`src/rtl/msd_pkg.sv`:
```
package msd_pkg;
    localparam int OFF_W  = 12;
    localparam int SIZE_W = OFF_W + 1;
    localparam int WORD_W = 32;
    localparam int DESC_W = 4 * WORD_W;

    typedef enum logic [1:0] {
        END_FULL  = 2'd0,
        END_FLUSH = 2'd1,
        END_PPDU  = 2'd2,
        END_TRUNC = 2'd3
    } end_cause_e;

    typedef struct packed {
        logic [3:0]       loop_cnt;
        logic [7:0]       ring;
        logic             empty;
        logic             initr;
        end_cause_e       cause;
        logic [3:0]       rsvd;
        logic [OFF_W-1:0] end_off;
    } word3_t;
endpackage

```
`src/rtl/msd_wptr.sv`:
```
module msd_wptr
    import msd_pkg::*;
(
    input  logic              clk,
    input  logic              rst_n,
    input  logic              wr_en,
    input  logic              tlv_start,
    input  logic [OFF_W-1:0]  tlv_len,
    input  logic [SIZE_W-1:0] buf_size,
    input  logic              clear,
    output logic              full_hit,
    output logic [OFF_W-1:0]  tlv_end,
    output logic [OFF_W-1:0]  flush_pt
);
    logic [SIZE_W-1:0] wptr_q, pos_next;
    logic [OFF_W-1:0]  toff_q, tlen_q, toff_n, tlen_n;
    logic              has_q, has_n, take_tlv;

    always_comb begin
        take_tlv = wr_en && tlv_start;
        pos_next = wptr_q + SIZE_W'(wr_en);
        full_hit = wr_en && (pos_next == buf_size);
        toff_n   = take_tlv ? wptr_q[OFF_W-1:0] : toff_q;
        tlen_n   = take_tlv ? tlv_len : tlen_q;
        has_n    = take_tlv || has_q;
        tlv_end  = has_n ? (toff_n + tlen_n - OFF_W'(1)) : '0;
        flush_pt = full_hit ? OFF_W'(buf_size - SIZE_W'(1)) : pos_next[OFF_W-1:0];
    end

    always_ff @(posedge clk or negedge rst_n) begin
        if (!rst_n) begin
            wptr_q <= '0;
            toff_q <= '0;
            tlen_q <= '0;
            has_q  <= 1'b0;
        end else if (clear) begin
            wptr_q <= '0;
            toff_q <= '0;
            tlen_q <= '0;
            has_q  <= 1'b0;
        end else if (wr_en) begin
            wptr_q <= pos_next;
            toff_q <= toff_n;
            tlen_q <= tlen_n;
            has_q  <= has_n;
        end
    end

    // the pointer never rests at or past the configured size
    a_r6_ptr_bound: assert property (@(posedge clk) disable iff (!rst_n)
        (buf_size != '0) |-> (wptr_q < buf_size));

    // an end event leaves the pointer at zero
    a_r12_ptr_clear: assert property (@(posedge clk) disable iff (!rst_n)
        clear |=> (wptr_q == '0) && !has_q);
endmodule

```
`src/rtl/msd_cause.sv`:
```
module msd_cause
    import msd_pkg::*;
(
    input  logic             err,
    input  logic             flush,
    input  logic             eop,
    input  logic             full,
    input  logic             drop,
    input  logic [OFF_W-1:0] flush_pt,
    input  logic [OFF_W-1:0] tlv_end,
    output logic             fire,
    output logic             end_evt,
    output end_cause_e       cause,
    output logic [OFF_W-1:0] offset,
    output logic             empty
);
    always_comb begin
        end_evt = err || flush || eop || full;
        fire    = end_evt || drop;
        empty   = 1'b0;
        cause   = END_FULL;
        offset  = '0;
        if (err) begin
            cause  = END_TRUNC;
            offset = flush_pt;
        end else if (flush) begin
            cause  = END_FLUSH;
            offset = flush_pt;
        end else if (eop) begin
            cause  = END_PPDU;
            offset = tlv_end;
        end else if (full) begin
            cause  = END_FULL;
            offset = flush_pt;
        end else if (drop) begin
            empty  = 1'b1;
        end
    end
endmodule

```
`src/rtl/msd_top.sv`:
```
module msd_top
    import msd_pkg::*;
(
    input  logic              clk,
    input  logic              rst_n,
    input  logic [63:0]       buf_addr,
    input  logic [SIZE_W-1:0] buf_size_dw,
    input  logic              wr_valid,
    input  logic              tlv_start,
    input  logic [OFF_W-1:0]  tlv_len_dw,
    input  logic              flush_evt,
    input  logic              eop_evt,
    input  logic              err_evt,
    input  logic              drop_evt,
    input  logic              initiator,
    input  logic [WORD_W-1:0] sched_id,
    input  logic [WORD_W-1:0] phy_ppdu_id,
    output logic              in_ready,
    output logic              desc_valid,
    input  logic              desc_ready,
    output logic [DESC_W-1:0] desc_data
);
    typedef enum logic [0:0] {ST_COLLECT = 1'b0, ST_OFFER = 1'b1} state_e;

    state_e           state_q, state_n;
    logic             open_g, wr_en, full_hit, fire, end_evt, empty;
    logic [OFF_W-1:0] tlv_end, flush_pt, offset;
    end_cause_e       cause;
    word3_t           w3;

    assign open_g = (state_q == ST_COLLECT);
    assign wr_en  = wr_valid && open_g;

    msd_wptr u_wptr (
        .clk(clk), .rst_n(rst_n), .wr_en(wr_en), .tlv_start(tlv_start),
        .tlv_len(tlv_len_dw), .buf_size(buf_size_dw), .clear(end_evt),
        .full_hit(full_hit), .tlv_end(tlv_end), .flush_pt(flush_pt)
    );

    msd_cause u_cause (
        .err(err_evt && open_g), .flush(flush_evt && open_g),
        .eop(eop_evt && open_g), .full(full_hit), .drop(drop_evt && open_g),
        .flush_pt(flush_pt), .tlv_end(tlv_end), .fire(fire),
        .end_evt(end_evt), .cause(cause), .offset(offset), .empty(empty)
    );

    always_comb begin
        state_n = state_q;
        unique case (state_q)
            ST_COLLECT: if (fire)       state_n = ST_OFFER;
            ST_OFFER:   if (desc_ready) state_n = ST_COLLECT;
            default:                    state_n = ST_COLLECT;
        endcase
    end

    always_ff @(posedge clk or negedge rst_n) begin
        if (!rst_n) state_q <= ST_COLLECT;
        else        state_q <= state_n;
    end

    always_comb begin
        w3          = '0;
        w3.end_off  = offset;
        w3.cause    = cause;
        w3.initr    = initiator;
        w3.empty    = empty;
    end

    always_ff @(posedge clk or negedge rst_n) begin
        if (!rst_n) begin
            desc_data <= '0;
        end else if (open_g && fire) begin
            desc_data <= {w3, (initiator ? sched_id : phy_ppdu_id), buf_addr};
        end
    end

    assign desc_valid = (state_q == ST_OFFER);
    assign in_ready   = (state_q == ST_COLLECT);

    // a held descriptor does not change
    a_r10_hold: assert property (@(posedge clk) disable iff (!rst_n)
        desc_valid && !desc_ready |=> desc_valid && $stable(desc_data));
    // valid drops only after an accept
    a_r10_release: assert property (@(posedge clk) disable iff (!rst_n)
        $fell(desc_valid) |-> $past(desc_ready));
    // reserved, ring and loop fields are zero
    a_r2_zero_fields: assert property (@(posedge clk) disable iff (!rst_n)
        desc_valid |-> (desc_data[127:116] == '0) && (desc_data[111:108] == '0));
    // an empty descriptor carries cause 0 and offset 0
    a_r9_empty_desc: assert property (@(posedge clk) disable iff (!rst_n)
        desc_valid && desc_data[115] |-> (desc_data[113:96] == '0));
    // an error always wins
    a_r8_err_first: assert property (@(posedge clk) disable iff (!rst_n)
        $rose(desc_valid) && $past(err_evt) |-> (desc_data[113:112] == 2'd3));
endmodule

```
`config.mk`:
```
export PLATFORM = sky130hd
export DESIGN_NAME = msd_top
export DESIGN_NICKNAME = d
export VERILOG_FILES = /design/src/rtl/msd_pkg.sv /design/src/rtl/msd_wptr.sv /design/src/rtl/msd_cause.sv /design/src/rtl/msd_top.sv
export SDC_FILE = /design/constraint.sdc
export NUM_CORES = 1
export LEC_CHECK = 0
export ABC_AREA = 1
export BUFFER_PORTS_ARGS = -buffer_cell sky130_fd_sc_hd__buf_4
export CAP_MARGIN = 5
export CORE_MARGIN = 1
export CORE_UTILIZATION = 40
export CTS_BUF_LIST = sky130_fd_sc_hd__clkbuf_4
export CTS_CLUSTER_DIAMETER = 120
export DETAILED_ROUTE_END_ITERATION = 8
export PLACE_DENSITY_LB_ADDON = 0.3
export SETUP_SLACK_MARGIN = 0.05
export SLEW_MARGIN = 20
export SYNTH_ARGS = -nofsm -noshare
export SYNTH_HDL_FRONTEND = slang
export SYNTH_SLANG_ARGS = --single-unit
```
`constraint.sdc`:
```
create_clock -name clk -period 5.33 [get_ports clk]
set_clock_uncertainty 0.15 [all_clocks]
set_input_delay 0.533 -clock clk [delete_from_list [all_inputs] [get_ports clk]]
set_output_delay 0.533 -clock clk [all_outputs]
set_load 0.05 [all_outputs]
```
==> implementation parameters <==
Parameter                              Value

Worst setup path
  Register-to-register setup slack ... 1.55 ns
  Startpoint types ... register
  Endpoint of the worst-slack reg-to-reg timing path ... desc_data[103]
  Critical Path AT ... 4.09 ns
  Endpoint kind of the worst setup timing path ... register
  Kind of critical path ... register to register
  Worst reg2reg path startpoint ... desc_valid
  Depth of the worst register-to-register path ... 14
  Worst setup startpoint ... desc_valid
  Critical path required time ... 5.64 ns
  Crit path max fanout ... 37
  Capturing instance or port of the critical path ... desc_data[103]

Clock tree
  Post_cts resized ... 0
  Skew-Pair Late Insertion Delay ... 0.58 ns
  CTS clock-pin slew for the worst setup and hold paths ... 0.15 ns
  H-tree Lvls ... 4
  Clock tree from TritonCTS ... yes
  Clock tree root driver cell ... clkbuf_4
  Number of clock sinks seen by CTS ... 151
  Worst-case clock buffer depth ... 2
  Number of buffers added by the clock tree synthesis step ... 17

Timing
  Count of final max-slew check failures ... 0
  Setup repair after global routing missed its margin ... false
  Hold Worst Slack ... 0.0679 ns
  Slew at the pin closest to its max-slew limit ... 0.859 ns
  Max-slew headroom at the worst pin ... 42.7%
  Number of failing setup endpoints in the final timing report ... 0
  Final critical-path share of the clock period ... 70.8%
  Final hold violation count ... 0
  PnR worst setup slack ... 1.55 ns
  Fmax ... 265 MHz
  Time the worst path needs with I/O delays and setup ... 3.78 ns
  Total negative slack ... 0 ns

Die
  Initial standard-cell utilization of the core ... 41.3%
  Die Y ... 144 um
  Core region area ... 19700 sq um
  Floorplan row count ... 51
  Area enclosed by the die boundary ... 20800 sq um
  Die X-Extent ... 144 um
  Number of primary I/O pins ... 293

Routing
  TritonRoute pass-1 iters ... 5
  Routed Antenna Nets ... 0
  DRT Wirelength ... 25500 um
  Number of DRC violations after detailed routing ... 0
  Wire per inst ... 15.3 um
  Number of DRC markers in iteration 0 ... 423
  Drt via density ... 4.81
  Via total after detailed routing ... 7998

Yosys
  Synthesis warning total ... 0
  Count of flip-flops with a built-in enable after synthesis ... 0
  Proportion of synthesized chip area in sequential cells ... 46.6%
  Cells after synthesis ... 1054
  Cells taking the most area after synthesis ... dfrtp_1 (47%), nand2_1 (17%), o21ai_0 (5.2%), nand3_1 (4.0%), inv_1 (3.9%)
  Netlist Area Pre-Place ... 8110 sq um
  Post-synth ARST share ... 100%
  Share of the synthesized area in the top cell type ... 46.6%
  Predominant post-synthesis flop cell ... dfrtp_1
  Synth top cells by count ... nand2_1 (377), dfrtp_1 (151), inv_1 (85), o21ai_0 (85), nor2_1 (83)
  #FFs+latches synth ... 151
  Synthesized area per cell ... 7.69 sq um
  Most frequent cell after synthesis ... nand2_1
  Dominant cell type by area after synthesis ... dfrtp_1
  Count of cell types in the netlist ... 35

Placement
  Setup Slack @ Placement ... 1.35 ns
  HPWL after detailed placement ... 18300 um
  Routability congestion estimate ... 0.951
  Buffers added on ports ... 276

Finish
  Fillcell total ... 1877
  Final standard cell utilization of the core ... 57.3%
  Fraction of layout cells with a size suffix above 1 ... 26.0%
  Number of nets in the final layout ... 1570
  Growth of design area from synthesis to finish ... 39.0%

Pwr
  Power per Cell Area ... 602 nW/um^2
  Leakage Power ... 0.00607 uW
  Maximum VDD drop ... 0.314 mV

Global routing
  Number of global-route vias before repair ... 7523
  Global-route wire length before repair ... 38000 um
  Initial antenna violation count ... 1
  Global-route usage over all layers ... 24.0%
  Largest net degree at the start of global routing ... 85
  Remaining global-route overflow ... 0

Run status
  Status ... completed

Worst hold path
  Worst min-delay path class ... input pin to register

Run
  MaxCap Viol Count ... 0
[layer usage]
| metal | GRT usage [%] | wire [um] |
|---|---|---|
| met5 | 0 | 0 |
| met4 | 8.98 | 513 |
| met1 | 29.9 | 11000 |
| met2 | 40.6 | 12300 |
| met3 | 5.17 | 1710 |
[how the worst min path moves through the flow]
stage,from,endpoint,slack [ns],cells after the start
6_report,drop_evt,desc_data[115],0.07,3
5_1_grt,phy_ppdu_id[10],desc_data[74],0.06,3
4_1_cts,drop_evt,desc_data[115],0.02,3
3_5_place_dp,rst_n,desc_data[7],0.30,1
3_3_place_gp,rst_n,desc_data[7],0.30,1
2_1_floorplan,rst_n,desc_data[0],0.09,0
[critical path, cell delays in order, from the launching register on]
cell,delay [ns]
dfrtp_1,0.44
nor2_2,0.32
nand2_1,0.09
buf_4,0.28
mux2i_1,0.19
ha_1,0.30
inv_1,0.04
ha_1,0.23
fa_1,0.45
a31oi_1,0.31
o21ai_0,0.19
xnor2_1,0.18
o21ai_0,0.13
o21ai_0,0.27
nand2_1,0.08
[layout by cell type (no fill, tap or decap), types with 5 or more instances in the layout]
cell type,n
nand3_1,65
buf_4,281
inv_8,6
ha_1,23
dfrtp_1,151
mux2i_1,12
clkbuf_4,17
a31oi_1,6
dlygate4sd3_1,67
or2_2,35
nor3_1,7
conb_1,16
nand2_1,377
a211oi_1,5
a21oi_1,14
o21ai_0,85
xor2_1,11
inv_1,85
nor2_1,83
nand4_1,8
[where the power goes]
part | leakage [uW] | internal [uW] | switching [uW] | total [uW]
logic | 0.00401 | 1200 | 2950 | 4150
registers | 0.00190 | 1610 | 275 | 1890
clock network | 0.000160 | 222 | 530 | 752
[flip-flops by register name, summed over array words and instances, names as in the netlist]
name and cells:
u_wptr.toff_q 12, u_wptr.has_q 1, desc_data 112, u_wptr.wptr_q 13, desc_valid 1, u_wptr.tlen_q 12
[logic make-up after synthesis]
| logic type | Yosys count | share of synthesized area, % |
|---|---|---|
| other | 1 | 0.0462 |
| flip-flops | 151 | 46.6 |
| AND/OR/NAND/NOR | 587 | 30.2 |
| buffers and inverters | 143 | 8.35 |
| AO/OA/AOI/OAI | 121 | 7.95 |
| adder cells (fa/ha/maj) | 24 | 3.80 |
| multiplexers | 12 | 1.48 |
| XOR/XNOR | 15 | 1.62 |
[layout make-up]
class	instances	area [sq um]	area share [%]
clock buffer	17	128	1.13
tap	265	332	2.94
sequential	151	3780	33.5
antenna	1	2.50	0.0222
inverter	88	333	2.95
timing repair buffer	350	2810	24.9
clock inverter	15	175	1.55
multi-input combinational	775	3710	32.9
[timing repair]
| action | CTS | global route |
|---|---|---|
| endpoints found under the hold margin | 101 | 0 |
| buffers inserted | 0 | 0 |
| hold buffers | 67 | 0 |
[stage by stage]
stage,cell area (sq um),instances,power [uW]
after detailed placement,10300,1562,6000
after floorplan,8170,1069,4770
after CTS,11300,1661,6790
after global routing,11300,1662,7210
final,11300,1662,6790
after global placement,10300,1562,5950
Note: power is estimated with default switching activity, not from simulation.
